<file path="src/rtl/irq_pkg.sv">
package irq_pkg;
    localparam int NHW  = 4;
    localparam int NSRC = NHW + 1;

    localparam int IDX_ADC = 0;
    localparam int IDX_WK  = 1;
    localparam int IDX_T0  = 2;
    localparam int IDX_T1  = 3;
    localparam int IDX_SWI = 4;

    typedef enum logic [3:0] {
        S_IDLE,
        S_PUSH_LO,
        S_PUSH_HI,
        S_MASK,
        S_VECT,
        S_LOAD,
        S_POP_HI,
        S_POP_LO,
        S_RLOAD
    } seq_state_t;
endpackage

</file>
<file path="src/rtl/irq_flags.sv">
module irq_flags
    import irq_pkg::*;
(
    input  logic           clk,
    input  logic           rst_n,
    input  logic [NHW-1:0] evt,
    input  logic [NHW-1:0] clr,
    input  logic           en_wr,
    input  logic [NHW-1:0] en_wdata,
    input  logic           g_wr,
    input  logic           g_wdata,
    input  logic           g_clr_seq,
    input  logic           g_set_seq,
    input  logic           swi_req,
    input  logic           swi_take,
    output logic [NHW-1:0] pend,
    output logic [NHW-1:0] en,
    output logic           g,
    output logic           swi_q
);
    for (genvar i = 0; i < NHW; i++) begin : g_flag
        logic f_q;
        always_ff @(posedge clk or negedge rst_n) begin
            if (!rst_n)      f_q <= 1'b0;
            else if (evt[i]) f_q <= 1'b1;
            else if (clr[i]) f_q <= 1'b0;
        end
        assign pend[i] = f_q;
    end

    always_ff @(posedge clk or negedge rst_n) begin
        if (!rst_n)     en <= '0;
        else if (en_wr) en <= en_wdata;
    end

    always_ff @(posedge clk or negedge rst_n) begin
        if (!rst_n)         g <= 1'b0;
        else if (g_clr_seq) g <= 1'b0;
        else if (g_set_seq) g <= 1'b1;
        else if (g_wr)      g <= g_wdata;
    end

    always_ff @(posedge clk or negedge rst_n) begin
        if (!rst_n)        swi_q <= 1'b0;
        else if (swi_req)  swi_q <= 1'b1;
        else if (swi_take) swi_q <= 1'b0;
    end

    p_evt_wins_r1: assert property (@(posedge clk) disable iff (!rst_n)
        (|evt) |=> ((pend & $past(evt)) == $past(evt)));
    p_g_clear_r6: assert property (@(posedge clk) disable iff (!rst_n)
        g_clr_seq |=> !g);
    p_g_set_r9: assert property (@(posedge clk) disable iff (!rst_n)
        g_set_seq |=> g);
    p_swi_latch_r3: assert property (@(posedge clk) disable iff (!rst_n)
        swi_req |=> swi_q);
endmodule

</file>
<file path="src/rtl/irq_arbiter.sv">
module irq_arbiter
    import irq_pkg::*;
#(
    parameter int          PC_W     = 12,
    parameter logic [11:0] VEC_BASE = 12'hFF0,
    parameter int          VEC_STEP = 2
) (
    input  logic            clk,
    input  logic            rst_n,
    input  logic [NHW-1:0]  pend,
    input  logic [NHW-1:0]  en,
    input  logic            g,
    input  logic            swi,
    output logic            req_any,
    output logic            win_swi,
    output logic [PC_W-1:0] vec
);
    localparam int IW = $clog2(NSRC);

    logic [NSRC-1:0] req;
    logic [NSRC-1:0] grant;
    logic [IW-1:0]   win;
    logic [IW-1:0]   rank;

    assign req = {swi, pend & en & {NHW{g}}};

    always_comb begin
        win = '0;
        for (int i = 0; i < NSRC; i++) begin
            if (req[i]) win = IW'(i);
        end
    end

    assign req_any = |req;
    assign grant   = req_any ? (NSRC'(1) << win) : '0;
    assign win_swi = grant[IDX_SWI];
    assign rank    = IW'(NSRC - 1) - win;
    assign vec     = PC_W'(VEC_BASE) + PC_W'(VEC_STEP * int'(rank));

    p_grant_onehot_r8: assert property (@(posedge clk) disable iff (!rst_n)
        $onehot0(grant));
    p_hw_needs_g_r2: assert property (@(posedge clk) disable iff (!rst_n)
        (req_any && !swi) |-> g);
    p_swi_wins_r8: assert property (@(posedge clk) disable iff (!rst_n)
        swi |-> win_swi);
endmodule

</file>
<file path="src/rtl/irq_seq_fsm.sv">
module irq_seq_fsm
    import irq_pkg::*;
#(
    parameter int PC_W = 12
) (
    input  logic            clk,
    input  logic            rst_n,
    input  logic            req_any,
    input  logic            win_swi,
    input  logic [PC_W-1:0] vec_in,
    input  logic            instr_done,
    input  logic            ret_req,
    input  logic            reti_req,
    input  logic [PC_W-1:0] pc_in,
    input  logic [7:0]      stk_rdata,
    output logic            stk_we,
    output logic            stk_re,
    output logic [7:0]      stk_wdata,
    output logic            pc_load,
    output logic [PC_W-1:0] pc_out,
    output logic            busy,
    output logic            g_clr_seq,
    output logic            g_set_seq,
    output logic            swi_take
);
    localparam int HI_W = PC_W - 8;

    seq_state_t      state, nxt;
    logic [PC_W-1:0] pc_hold;
    logic [PC_W-1:0] vec_hold;
    logic [HI_W-1:0] ret_hi;
    logic [7:0]      ret_lo;
    logic            is_reti;
    logic            ret_any;
    logic            accept;

    assign ret_any  = ret_req || reti_req;
    assign accept   = (state == S_IDLE) && !ret_any && req_any && instr_done;
    assign swi_take = accept && win_swi;

    always_comb begin
        nxt = state;
        unique case (state)
            S_IDLE: begin
                if (ret_any)     nxt = S_POP_HI;
                else if (accept) nxt = S_PUSH_LO;
            end
            S_PUSH_LO: nxt = S_PUSH_HI;
            S_PUSH_HI: nxt = S_MASK;
            S_MASK:    nxt = S_VECT;
            S_VECT:    nxt = S_LOAD;
            S_LOAD:    nxt = S_IDLE;
            S_POP_HI:  nxt = S_POP_LO;
            S_POP_LO:  nxt = S_RLOAD;
            S_RLOAD:   nxt = S_IDLE;
            default:   nxt = S_IDLE;
        endcase
    end

    always_ff @(posedge clk or negedge rst_n) begin
        if (!rst_n) state <= S_IDLE;
        else        state <= nxt;
    end

    always_ff @(posedge clk or negedge rst_n) begin
        if (!rst_n) begin
            pc_hold  <= '0;
            vec_hold <= '0;
            ret_hi   <= '0;
            ret_lo   <= '0;
            is_reti  <= 1'b0;
        end else begin
            if (accept) begin
                pc_hold  <= pc_in;
                vec_hold <= vec_in;
            end
            if (state == S_IDLE && ret_any) is_reti <= reti_req;
            if (state == S_POP_HI)          ret_hi  <= stk_rdata[HI_W-1:0];
            if (state == S_POP_LO)          ret_lo  <= stk_rdata;
        end
    end

    always_comb begin
        stk_we    = 1'b0;
        stk_re    = 1'b0;
        stk_wdata = '0;
        pc_load   = 1'b0;
        pc_out    = '0;
        busy      = 1'b1;
        g_clr_seq = 1'b0;
        g_set_seq = 1'b0;
        unique case (state)
            S_IDLE:    busy = 1'b0;
            S_PUSH_LO: begin
                stk_we    = 1'b1;
                stk_wdata = pc_hold[7:0];
            end
            S_PUSH_HI: begin
                stk_we    = 1'b1;
                stk_wdata = 8'(pc_hold[PC_W-1:8]);
            end
            S_MASK:    g_clr_seq = 1'b1;
            S_VECT:    ;
            S_LOAD: begin
                pc_load = 1'b1;
                pc_out  = vec_hold;
            end
            S_POP_HI:  stk_re = 1'b1;
            S_POP_LO:  stk_re = 1'b1;
            S_RLOAD: begin
                pc_load   = 1'b1;
                pc_out    = {ret_hi, ret_lo};
                g_set_seq = is_reti;
            end
            default:   busy = 1'b0;
        endcase
    end

    p_push_pair_r5: assert property (@(posedge clk) disable iff (!rst_n)
        (stk_we && !$past(stk_we)) |=> stk_we);
    p_pop_pair_r9: assert property (@(posedge clk) disable iff (!rst_n)
        (stk_re && !$past(stk_re)) |=> stk_re);
    p_no_push_pop_r5: assert property (@(posedge clk) disable iff (!rst_n)
        !(stk_we && stk_re));
    p_entry_gated_r4: assert property (@(posedge clk) disable iff (!rst_n)
        (stk_we && !$past(stk_we)) |-> $past(instr_done));
    p_load_after_push_r7: assert property (@(posedge clk) disable iff (!rst_n)
        (pc_load && !$past(stk_re)) |-> $past(stk_we, 4));
endmodule

</file>
<file path="src/rtl/irq_sequencer.sv">
module irq_sequencer
    import irq_pkg::*;
#(
    parameter int          PC_W     = 12,
    parameter logic [11:0] VEC_BASE = 12'hFF0,
    parameter int          VEC_STEP = 2
) (
    input  logic            clk,
    input  logic            rst_n,
    input  logic [3:0]      src_evt,
    input  logic [3:0]      src_clr,
    input  logic            en_wr,
    input  logic [3:0]      en_wdata,
    input  logic            g_wr,
    input  logic            g_wdata,
    input  logic            swi_req,
    input  logic            instr_done,
    input  logic            ret_req,
    input  logic            reti_req,
    input  logic [PC_W-1:0] pc_in,
    input  logic [7:0]      stk_rdata,
    output logic            stk_we,
    output logic            stk_re,
    output logic [7:0]      stk_wdata,
    output logic            pc_load,
    output logic [PC_W-1:0] pc_out,
    output logic            busy,
    output logic [3:0]      pend_out,
    output logic [3:0]      en_out,
    output logic            g_out,
    output logic            swi_pending
);
    logic            req_any;
    logic            win_swi;
    logic [PC_W-1:0] vec;
    logic            g_clr_seq;
    logic            g_set_seq;
    logic            swi_take;

    irq_flags u_flags (
        .clk       (clk),
        .rst_n     (rst_n),
        .evt       (src_evt),
        .clr       (src_clr),
        .en_wr     (en_wr),
        .en_wdata  (en_wdata),
        .g_wr      (g_wr),
        .g_wdata   (g_wdata),
        .g_clr_seq (g_clr_seq),
        .g_set_seq (g_set_seq),
        .swi_req   (swi_req),
        .swi_take  (swi_take),
        .pend      (pend_out),
        .en        (en_out),
        .g         (g_out),
        .swi_q     (swi_pending)
    );

    irq_arbiter #(
        .PC_W     (PC_W),
        .VEC_BASE (VEC_BASE),
        .VEC_STEP (VEC_STEP)
    ) u_arb (
        .clk     (clk),
        .rst_n   (rst_n),
        .pend    (pend_out),
        .en      (en_out),
        .g       (g_out),
        .swi     (swi_pending),
        .req_any (req_any),
        .win_swi (win_swi),
        .vec     (vec)
    );

    irq_seq_fsm #(
        .PC_W (PC_W)
    ) u_fsm (
        .clk        (clk),
        .rst_n      (rst_n),
        .req_any    (req_any),
        .win_swi    (win_swi),
        .vec_in     (vec),
        .instr_done (instr_done),
        .ret_req    (ret_req),
        .reti_req   (reti_req),
        .pc_in      (pc_in),
        .stk_rdata  (stk_rdata),
        .stk_we     (stk_we),
        .stk_re     (stk_re),
        .stk_wdata  (stk_wdata),
        .pc_load    (pc_load),
        .pc_out     (pc_out),
        .busy       (busy),
        .g_clr_seq  (g_clr_seq),
        .g_set_seq  (g_set_seq),
        .swi_take   (swi_take)
    );

    p_swi_drops_r3: assert property (@(posedge clk) disable iff (!rst_n)
        (swi_pending && !swi_req && $rose(busy) && !stk_re) |-> !swi_pending || $past(!swi_pending));
endmodule

</file>
<file path="config.mk">
export PLATFORM = sky130hd
export DESIGN_NAME = irq_sequencer
export DESIGN_NICKNAME = d
export VERILOG_FILES = /design/src/rtl/irq_pkg.sv /design/src/rtl/irq_flags.sv /design/src/rtl/irq_arbiter.sv /design/src/rtl/irq_seq_fsm.sv /design/src/rtl/irq_sequencer.sv
export SDC_FILE = /design/constraint.sdc
export NUM_CORES = 1
export LEC_CHECK = 0
export ABC_AREA = 1
export BUFFER_PORTS_ARGS = -buffer_cell sky130_fd_sc_hd__buf_4
export CELL_PAD_IN_SITES_DETAIL_PLACEMENT = 1
export CELL_PAD_IN_SITES_GLOBAL_PLACEMENT = 1
export CORE_ASPECT_RATIO = 0.9
export CORE_MARGIN = 2
export CORE_UTILIZATION = 35
export CTS_CLUSTER_DIAMETER = 120
export DETAILED_ROUTE_END_ITERATION = 16
export PLACE_DENSITY_LB_ADDON = 0.1
export SYNTH_ARGS = -nofsm -noshare
export SYNTH_HDL_FRONTEND = slang
export SYNTH_SLANG_ARGS = --single-unit
</file>
<file path="constraint.sdc">
create_clock -name clk -period 2.18 [get_ports clk]
set_input_delay 0.654 -clock clk [delete_from_list [all_inputs] [get_ports clk]]
set_output_delay 0.654 -clock clk [all_outputs]
set_load 0.05 [all_outputs]
</file>
==> out/metrics.yaml, run 1 <==
global_route:
  grt_pass1_vias: 1930
  antenna_found_initial: 0
  track_usage: 0.182
  use_met1: 0.255
  grt_util_met3: 0.0489
  grt_max_degree: 44
  grt-ovfl-total: 0
  grt_pass1_wl_um: 9430
  grt_most_used_layer: "met2"
  gr-usage-met2: 0.280
placement:
  dp_hpwl_um: 3960
  place.gp.congestion: 0.739
  io_buffer_count: 74
  dp_slack_ns: 0.0758
  place_area_um2: 2710
outcome:
  status: "finished, violations left"
  violations: "negative setup slack"
drt:
  drt_pass1_iterations: 4
  ant_nets: 0
  vias_per_cell: 4.64
  drt_iter0_drc: 95
  drc: 0
  wl_um: 5620
  post_drt_wl_per_cell_um: 13.6
  dr_total_vias: 1922
logic_synthesis:
  yosys.area.top_type_share: 0.513
  synth_flop_cell: "dfrtp_1"
  synth_largest_area_cell: "dfrtp_1"
  ys_warn_count: 0
  synthCells: 256
  yosys.cell_count.top_type: "nand2_1"
  ys_top_cells_by_area: "dfrtp_1 51%, nand2_1 19%, nand3_1 5.2%"
  syn_area_per_cell_um2: 8.20
  netlist_top_cells_count: "105 x nand2_1, 43 x dfrtp_1, 25 x inv_1, 22 x nand3_1, 12 x nor2_1"
  syn_area_um2: 2100
  seq_area_frac_synth: 0.513
  syn_nets: 298
  synth-edff-count: 0
  async_reset_ff_frac: 1.00
  synthDistinctLibCells: 24
  synth_seq_cells: 43
clock_network:
  clock-sinks: 43
  clock_tree.buffer_depth: 2
  cts_hold_buf: 0
  cts_tree: "yes"
  clockRootBuffer: "clkbuf_8"
  cts_htree_levels: 2
  insertion_delay_ns: 0.30
  clk_pin_slew_ns: 0.08
  cts_buffers: 5
sta:
  tns_ns: -0.0244
  fin_crit_ns: 2.19
  finalCritPeriodShare: 1.01
  slew_viol_final: 0
  worst_pin_slew_ns: 0.552
  rsz0062_at_grt: "yes"
  max_freq_mhz: 456
  worst_slack_ns: -0.0132
  slew_headroom: 0.632
  setup_viol: 4
  finClkSkew_ns: 0.00276
  hold_viol: 0
floorplan:
  die-area_um2: 6630
  coreArea_um2: 5730
  start_util: 0.367
  rows: 26
  fp.dieH_um: 77.5
  io_pins: 75
  die_x_um: 85.6
cells_and_area:
  syn_to_final_growth_pct: 46.8
  drive_above_1_share: 0.404
  antennaDiodeCount: 0
  final_nets: 385
  regArea_um2: 1080
  fillers: 683
  multi_input_area_um2: 930
  final_area_um2: 3080
power_and_ir_drop:
  switching_share: 0.454
  p_switching_mw: 1.83
  power_mw: 4.02
  p_leak_nw: 1.63
  comb_power_share: 0.531
  p_clk_frac: 0.139
  power.internal_mw: 2.20
  irDropWorstVdd_uv: 1140
  powerDensity_nw_per_um2: 1300
  p_seq_frac: 0.330
critical_path:
  crit_type: "register to output port"
  setup.worst_path.end_class: "output port"
  cp.arrival_ns: 1.54
  start_kind: "register"
  cp.required_ns: 1.53
  path_max_fanout: 6
worst_hold_path:
  hp-class: "input pin to asynchronous set/reset pin"
run:
  cap_violations: 0
## through the flow
| step | instances | util | hold slack (ns) |
|---|---|---|---|
| final | 414 | 0.538 | 0.321 |
| after global routing | 414 | 0.538 | 0.374 |
| after CTS | 411 | 0.524 | 0.350 |
| after detailed placement | 395 | 0.473 | 0.457 |
| after global placement | 395 | 0.473 | 0.457 |
| after floorplan | 256 | - | 0.358 |
## flip-flops by register name, summed over array words and instances, names as in the netlist
signal	flops
u_flags.g	1
u_fsm.vec_hold	4
u_fsm.is_reti	1
u_flags.g_flag.f_q	4
u_fsm.ret_lo	8
u_fsm.pc_hold	12
u_flags.swi_q	1
u_fsm.ret_hi	4
u_flags.en	4
u_fsm.state	4
## what timing repair did
item	4_1_cts	5_1_grt
pin swaps	6	11
setup buffers	7	3
gates resized for setup	41	19
setup endpoints to repair	21	24
gates cloned	1	0
## power by group through the flow
stage                     Combinational (mW)  Sequential, mW  Clock (mW)
final                                   2.14            1.33       0.560
after detailed placement                1.77            1.31           0
after global routing                    2.32            1.36       0.608
after CTS                               2.02            1.32       0.584
after global placement                  1.75            1.30           0
after floorplan                         1.21            1.32           0
## layout make-up
type	instances	share of cell area
Timing Repair inverter	1	0.00244
Multi-Input combinational cell	177	0.302
Inverter	27	0.0341
Clock buffer	8	0.0325
Timing Repair Buffer	88	0.251
Tap cell	70	0.0284
Sequential cell	43	0.350
## metal layers
layer  vias to the layer above  wire length [µm]
li1                        959                 -
met4                         0                55
met1                       912              2550
met2                        45              2730
met3                         6               282
met5                         -                 0
## path summary, 6_finish.rpt
| kind | endpoint | start | depth (start not counted) | slack, ns |
|---|---|---|---|---|
| worst min register to register | u_fsm.ret_lo[6] | u_fsm.ret_lo[6] | 2 | 0.48 |
| worst max register to register | u_fsm.pc_hold[8] | u_fsm.state[3] | 9 | 0.37 |
| max in group asynchronous | u_fsm.state[3] | rst_n | 1 | 1.43 |
| worst min-delay path | u_flags.g_flag[1].f_q | rst_n | 1 | 0.32 |
| worst max-delay path | pc_out[1] | u_fsm.state[0] | 6 | -0.01 |
| min in group clk | u_fsm.ret_lo[6] | u_fsm.ret_lo[6] | 2 | 0.48 |
## critical path, cell delays in order (launching register included)
cell and delay, ns:
dfrtp_2 0.44, nor2_4 0.17, nand3_4 0.13, clkinvlp_4 0.17
nand2_2 0.08, nand2_2 0.09, buf_8 0.15
## cells by family (layout without fill, tap and decap cells)
group / count (synthesis) / after routing / share of synthesized area
buffers and inverters: 36 / 124 / 0.0799
AOI/OAI and AO/OA: 16 / 16 / 0.0441
xor gates and xnor gates: 1 / 1 / 0.00417
DFF: 43 / 43 / 0.513
and+or+nand+nor: 153 / 153 / 0.322
adders and majority gates: 1 / 1 / 0.00596
muxes: 6 / 6 / 0.0316
## cell usage in the layout, fill, tap and decap left out, types with 6 or more instances in the layout
master    instances
buf_4            62
inv_1            21
nand2_1          98
nor2_4            8
buf_6            22
clkbuf_8          7
nor2_2            6
dfrtp_1          40
nand3_1          20
nand2_2           9
(Power assumes the default switching activity.)
==> run 2: changes to the inputs <==
--- a/config.mk
+++ b/config.mk
@@ -10,7 +10,6 @@
 export CELL_PAD_IN_SITES_DETAIL_PLACEMENT = 1
 export CELL_PAD_IN_SITES_GLOBAL_PLACEMENT = 1
 export CORE_ASPECT_RATIO = 0.9
-export CORE_MARGIN = 2
 export CORE_UTILIZATION = 35
 export CTS_CLUSTER_DIAMETER = 120
 export DETAILED_ROUTE_END_ITERATION = 16
==> run 2 against run 1 <==
Compared with the run above:
- the flow still finishes with violations (negative setup slack)
- clock power is 1% higher
- total power up 4.7%
- final area grew 2.6%
- combinational power grew 8%
- flip-flop and latch count is the same
- first-iteration DRC count is 14% lower
==> out/metrics.yaml, run 2 (synthesized netlist as in run 1, its figures left out) <==
outcome:
  status: "finished, violations left"
  violations: "negative setup slack"
clock_network:
  cts_htree_levels: 2
  clk_pin_slew_ns: 0.08
  insertion_delay_ns: 0.29
  cts_buffers: 5
  cts_tree: "yes"
  clockRootBuffer: "clkbuf_8"
  clock_tree.buffer_depth: 2
  clock-sinks: 43
cells_and_area:
  syn_to_final_growth_pct: 50.7
  fillers: 686
  top_regs: "u_fsm.pc_hold (12), u_fsm.ret_lo (8)"
  drive_above_1_share: 0.438
  top_register: "u_fsm.pc_hold"
  fin_cells: 419
  final_common_cell: "nand2_1"
  antennaDiodeCount: 0
  largest_reg_flops: 12
  final_area_um2: 3160
  final_cell_mix: "89 x nand2_1, 68 x buf_4, 40 x dfrtp_1"
  final_nets: 390
sta:
  worst_pin_slew_ns: 0.566
  slew_viol_final: 0
  finalCritPeriodShare: 1.01
  finClkSkew_ns: 0.00595
  slew_headroom: 0.623
  worst_slack_ns: -0.0220
  max_freq_mhz: 454
  hold_viol: 0
  fin_crit_ns: 2.20
  rsz0062_at_grt: "yes"
  setup_viol: 6
critical_path:
  endpoint: "pc_out[2]"
  crit_type: "register to output port"
  cp.arrival_ns: 1.55
  reg2reg_slack_ns: 0.23
  cp.required_ns: 1.53
  reg2reg_to: "u_fsm.pc_hold[10]"
  setup.worst_path.start: "u_fsm.state[0]"
  worst_r2r_path_depth: 11
  worstReg2RegStart: "u_fsm.state[2]"
  path_max_fanout: 6
  start_kind: "register"
  setup.worst_path.end_class: "output port"
power_and_ir_drop:
  powerDensity_nw_per_um2: 1330
  irDropWorstVdd_uv: 820
  p_clk_frac: 0.134
  comb_power_share: 0.548
  p_seq_frac: 0.318
  p_switching_mw: 1.93
  power.internal_mw: 2.28
  switching_share: 0.459
  p_leak_nw: 1.65
drt:
  drt_pass1_iterations: 4
  drt_iter0_drc: 82
  vias_per_cell: 4.76
  ant_nets: 0
  post_drt_wl_per_cell_um: 14.6
  dr_total_vias: 1993
  drc: 0
  wl_um: 6130
run:
  cap_violations: 0
placement:
  place.gp.congestion: 0.740
  dp_hpwl_um: 4150
  numPlacedInstances: 394
  io_buffer_count: 74
  place_area_um2: 2700
global_route:
  track_usage: 0.199
  grt_pass1_vias: 2038
  grt-ovfl-total: 0
  grt_max_degree: 44
  grt_pass1_wl_um: 9880
  antenna_found_initial: 0
floorplan:
  io_pins: 75
  fp.dieH_um: 75.5
  coreArea_um2: 5730
  die-area_um2: 6310
  rows: 26
  die_x_um: 83.6
  start_util: 0.367
worst_hold_path:
  hp-class: "input pin to asynchronous set/reset pin"
-- run 2: changes by cell type in the layout (fill, tap and decap cells not counted), moves of 3 or more --
cell and delta:
nand2_2 +9, buf_6 -3, buf_4 +6, nand2_1 -9
-- run 2: metal layers --
metal	track usage	wire, µm	vias up
li1	-	-	971
met1	0.262	2740	970
met2	0.353	3130	48
met3	0.0325	223	4
met4	0.0471	36	0
met5	0	0	-
-- run 2: worst max-delay path, stage by stage, from the launching register on --
cell	delay (ns)
dfrtp_2	0.46
nor2_4	0.16
nand3_4	0.12
clkinvlp_4	0.18
nand2_1	0.08
nand2_1	0.09
buf_6	0.16
-- run 2: layout make-up --
cell class / instances / area (µm²) / area share
repair buffers: 93 / 815 / 0.257
clock buffers: 8 / 100 / 0.0316
inverters: 27 / 105 / 0.0332
multi-input cells: 177 / 970 / 0.306
well taps: 70 / 87.6 / 0.0277
repair inverters: 1 / 7.51 / 0.00237
flip-flops and latches: 43 / 1080 / 0.341
-- run 2: what timing repair did --
action / 4_1_cts / 5_1_grt
cloned: 1 / 0
pin swaps: 3 / 17
buffers inserted: 6 / 10
hold buffers: 0 / 0
setup endpoints to repair: 22 / 23
resized for setup: 31 / 40
-- run 2: worst min path at each step --
stage / to / startpoint / slack (ns) / depth (start not counted)
after floorplan: u_flags.en[0] / rst_n / 0.36 / 0
after global placement: u_fsm.ret_lo[7] / u_fsm.ret_lo[7] / 0.45 / 2
after detailed placement: u_fsm.vec_hold[10] / u_fsm.vec_hold[10] / 0.47 / 1
after CTS: u_flags.g_flag[3].f_q / rst_n / 0.37 / 1
after global routing: u_flags.g / rst_n / 0.38 / 1
final: u_flags.g / rst_n / 0.34 / 1
-- run 2: stage by stage --
| stage | power, mW | setup TNS (ns) | util | hold WS [ns] | worst slack [ns] |
|---|---|---|---|---|---|
| 4_1_cts | 3.90 | -0.0524 | 0.517 | 0.366 | -0.0124 |
| 3_3_place_gp | 3.04 | 0 | 0.471 | 0.454 | 0.0690 |
| 5_1_grt | 4.46 | -1.24 | 0.553 | 0.383 | -0.0978 |
| 2_1_floorplan | 2.53 | -0.598 | - | 0.358 | -0.150 |
| 3_5_place_dp | 3.11 | -0.160 | 0.471 | 0.466 | -0.0387 |
| 6_report | 4.21 | -0.0323 | 0.553 | 0.343 | -0.0220 |
-- run 2: power by group through the flow --
stage / sequential [mW] / clock (mW) / combinational, mW
3_5_place_dp: 1.33 / 0 / 1.78
6_report: 1.34 / 0.566 / 2.31
4_1_cts: 1.33 / 0.572 / 2.00
5_1_grt: 1.38 / 0.608 / 2.47
2_1_floorplan: 1.32 / 0 / 1.21
3_3_place_gp: 1.31 / 0 / 1.73
==> run 3: changes to the inputs <==
--- a/config.mk
+++ b/config.mk
@@ -9,7 +9,6 @@
 export BUFFER_PORTS_ARGS = -buffer_cell sky130_fd_sc_hd__buf_4
 export CELL_PAD_IN_SITES_DETAIL_PLACEMENT = 1
 export CELL_PAD_IN_SITES_GLOBAL_PLACEMENT = 1
-export CORE_ASPECT_RATIO = 0.9
 export CORE_UTILIZATION = 35
 export CTS_CLUSTER_DIAMETER = 120
 export DETAILED_ROUTE_END_ITERATION = 16
==> run 3 against run 2 <==
Compared with the run above:
- the flow now finishes without violations
- final area shrank 2.9%
- worst hold slack worse by 0.0057 ns
- flip-flop and latch count did not move
- via count fell by 3.0%
- core utilization decreased by 0.82 points
- clock power decreased by 9.9%
- routed wire length down 11%
- non-clock buffer count is 7 lower
==> out/metrics.yaml, run 3 (synthesized netlist as in run 1, its figures left out) <==
clock_network:
  clock-sinks: 43
  cts_buffers: 5
  cts_tree: "yes"
  clk_pin_slew_ns: 0.08
  clockRootBuffer: "clkbuf_8"
  insertion_delay_ns: 0.29
  clock_tree.buffer_depth: 2
  cts_htree_levels: 2
sta:
  slew_viol_final: 0
  whs_ns: 0.337
  fin_crit_ns: 2.16
  worst_slack_ns: 0.0218
  setup_viol: 0
  finClkSkew_ns: 0.00663
  rsz0062_at_grt: "yes"
  finalCritPeriodShare: 0.990
  hold_viol: 0
  worst_pin_slew_ns: 0.556
  slew_headroom: 0.630
  max_freq_mhz: 463
placement:
  dp_hpwl_um: 3890
  dp_slack_ns: 0.0689
  io_buffer_count: 74
  place.gp.congestion: 0.779
cells_and_area:
  final_common_cell: "nand2_1"
  syn_to_final_growth_pct: 46.3
  largest_reg_flops: 12
  top_register: "u_fsm.pc_hold"
  top_regs: "u_fsm.pc_hold (12), u_fsm.ret_lo (8)"
  final_core_util: 0.544
  final_nets: 383
  final_cell_mix: "97 x nand2_1, 60 x buf_4, 40 x dfrtp_1"
  antennaDiodeCount: 0
  drive_above_1_share: 0.413
floorplan:
  die_x_um: 79.5
  io_pins: 75
  fp.dieH_um: 79.5
  rows: 27
  die-area_um2: 6310
  start_util: 0.372
  coreArea_um2: 5640
global_route:
  grt_pass1_wl_um: 8830
  grt-ovfl-total: 0
  antenna_found_initial: 0
  grt_max_degree: 44
  grt_pass1_vias: 1910
  track_usage: 0.182
power_and_ir_drop:
  powerDensity_nw_per_um2: 1290
  irDropWorstVdd_uv: 706
  power_mw: 3.97
  p_leak_nw: 1.62
outcome:
  status: "complete, no violations"
worst_hold_path:
  hp-class: "input pin to asynchronous set/reset pin"
critical_path:
  cp.required_ns: 1.53
  start_kind: "register"
  setup.worst_path.end_class: "output port"
  cp.arrival_ns: 1.50
  crit_type: "register to output port"
  path_max_fanout: 8
drt:
  dr_total_vias: 1934
  drt_pass1_iterations: 4
  ant_nets: 0
  drc: 0
  vias_per_cell: 4.68
  wl_um: 5480
  drt_iter0_drc: 54
  post_drt_wl_per_cell_um: 13.3
run:
  cap_violations: 0
-- run 3: cell count changes in the layout (fill, tap and decap cells not counted), sizes merged --
cell      before  now
clkinvlp       2    1
inv           26   27
clkinv         0    1
buf           93   86
clkbuf         8    6
-- run 3: metrics by stage --
step,cells,cell area [µm²],TNS [ns]
after detailed placement,396,2700,0
after global placement,396,2700,0
after floorplan,256,2100,-0.598
final,413,3070,0
after CTS,407,2880,0
after global routing,413,3070,-0.605
-- run 3: path summary, 6_finish.rpt --
path / start / to / slack [ns] / depth (start not counted)
max: u_fsm.state[3] / stk_wdata[0] / 0.02 / 5
min: rst_n / u_flags.en[2] / 0.34 / 1
max reg2reg: u_fsm.state[3] / u_fsm.pc_hold[0] / 0.47 / 8
min reg2reg: u_fsm.is_reti / u_fsm.is_reti / 0.49 / 2
max in group asynchronous: rst_n / u_fsm.state[0] / 1.43 / 1
min in group clk: u_fsm.is_reti / u_fsm.is_reti / 0.49 / 2
-- run 3: what timing repair did --
item | 4_1_cts | 5_1_grt
gates cloned | 1 | 1
hold buffers | 0 | 0
buffers inserted | 3 | 5
hold endpoints to repair | 0 | 0
pin swaps | 1 | 12
endpoints found under the setup margin | 22 | 23
resized for setup | 20 | 46
-- run 3: worst max-delay path, cell delays in order (launching register included) --
cell     delay, ns
dfrtp_2       0.45
nor2_4        0.24
buf_6         0.17
nand3_1       0.08
nand2_1       0.11
buf_6         0.16
-- run 3: where the power goes --
part	total, mW	switching [mW]	internal (mW)
clock network	0.510	0.262	0.249
logic	2.13	1.35	0.777
registers	1.33	0.225	1.10
-- run 3: layer usage --
metal  vias up  share of wire  track usage
met3         7          0.038       0.0423
met4         0          0.012       0.0491
met5         -              0            0
met1       927           0.45        0.227
li1        956              -            -
met2        44           0.50        0.314
-- run 3: area by class of cell --
cell class | count | area, µm²
timing repair inverter | 1 | 7.51
inverter | 27 | 104
multi-input combinational | 177 | 952
timing repair buffer | 86 | 751
tap | 72 | 90.1
sequential | 43 | 1080
fill | 682 | 2570
clock buffer | 6 | 82.6
clock inverter | 1 | 5.00
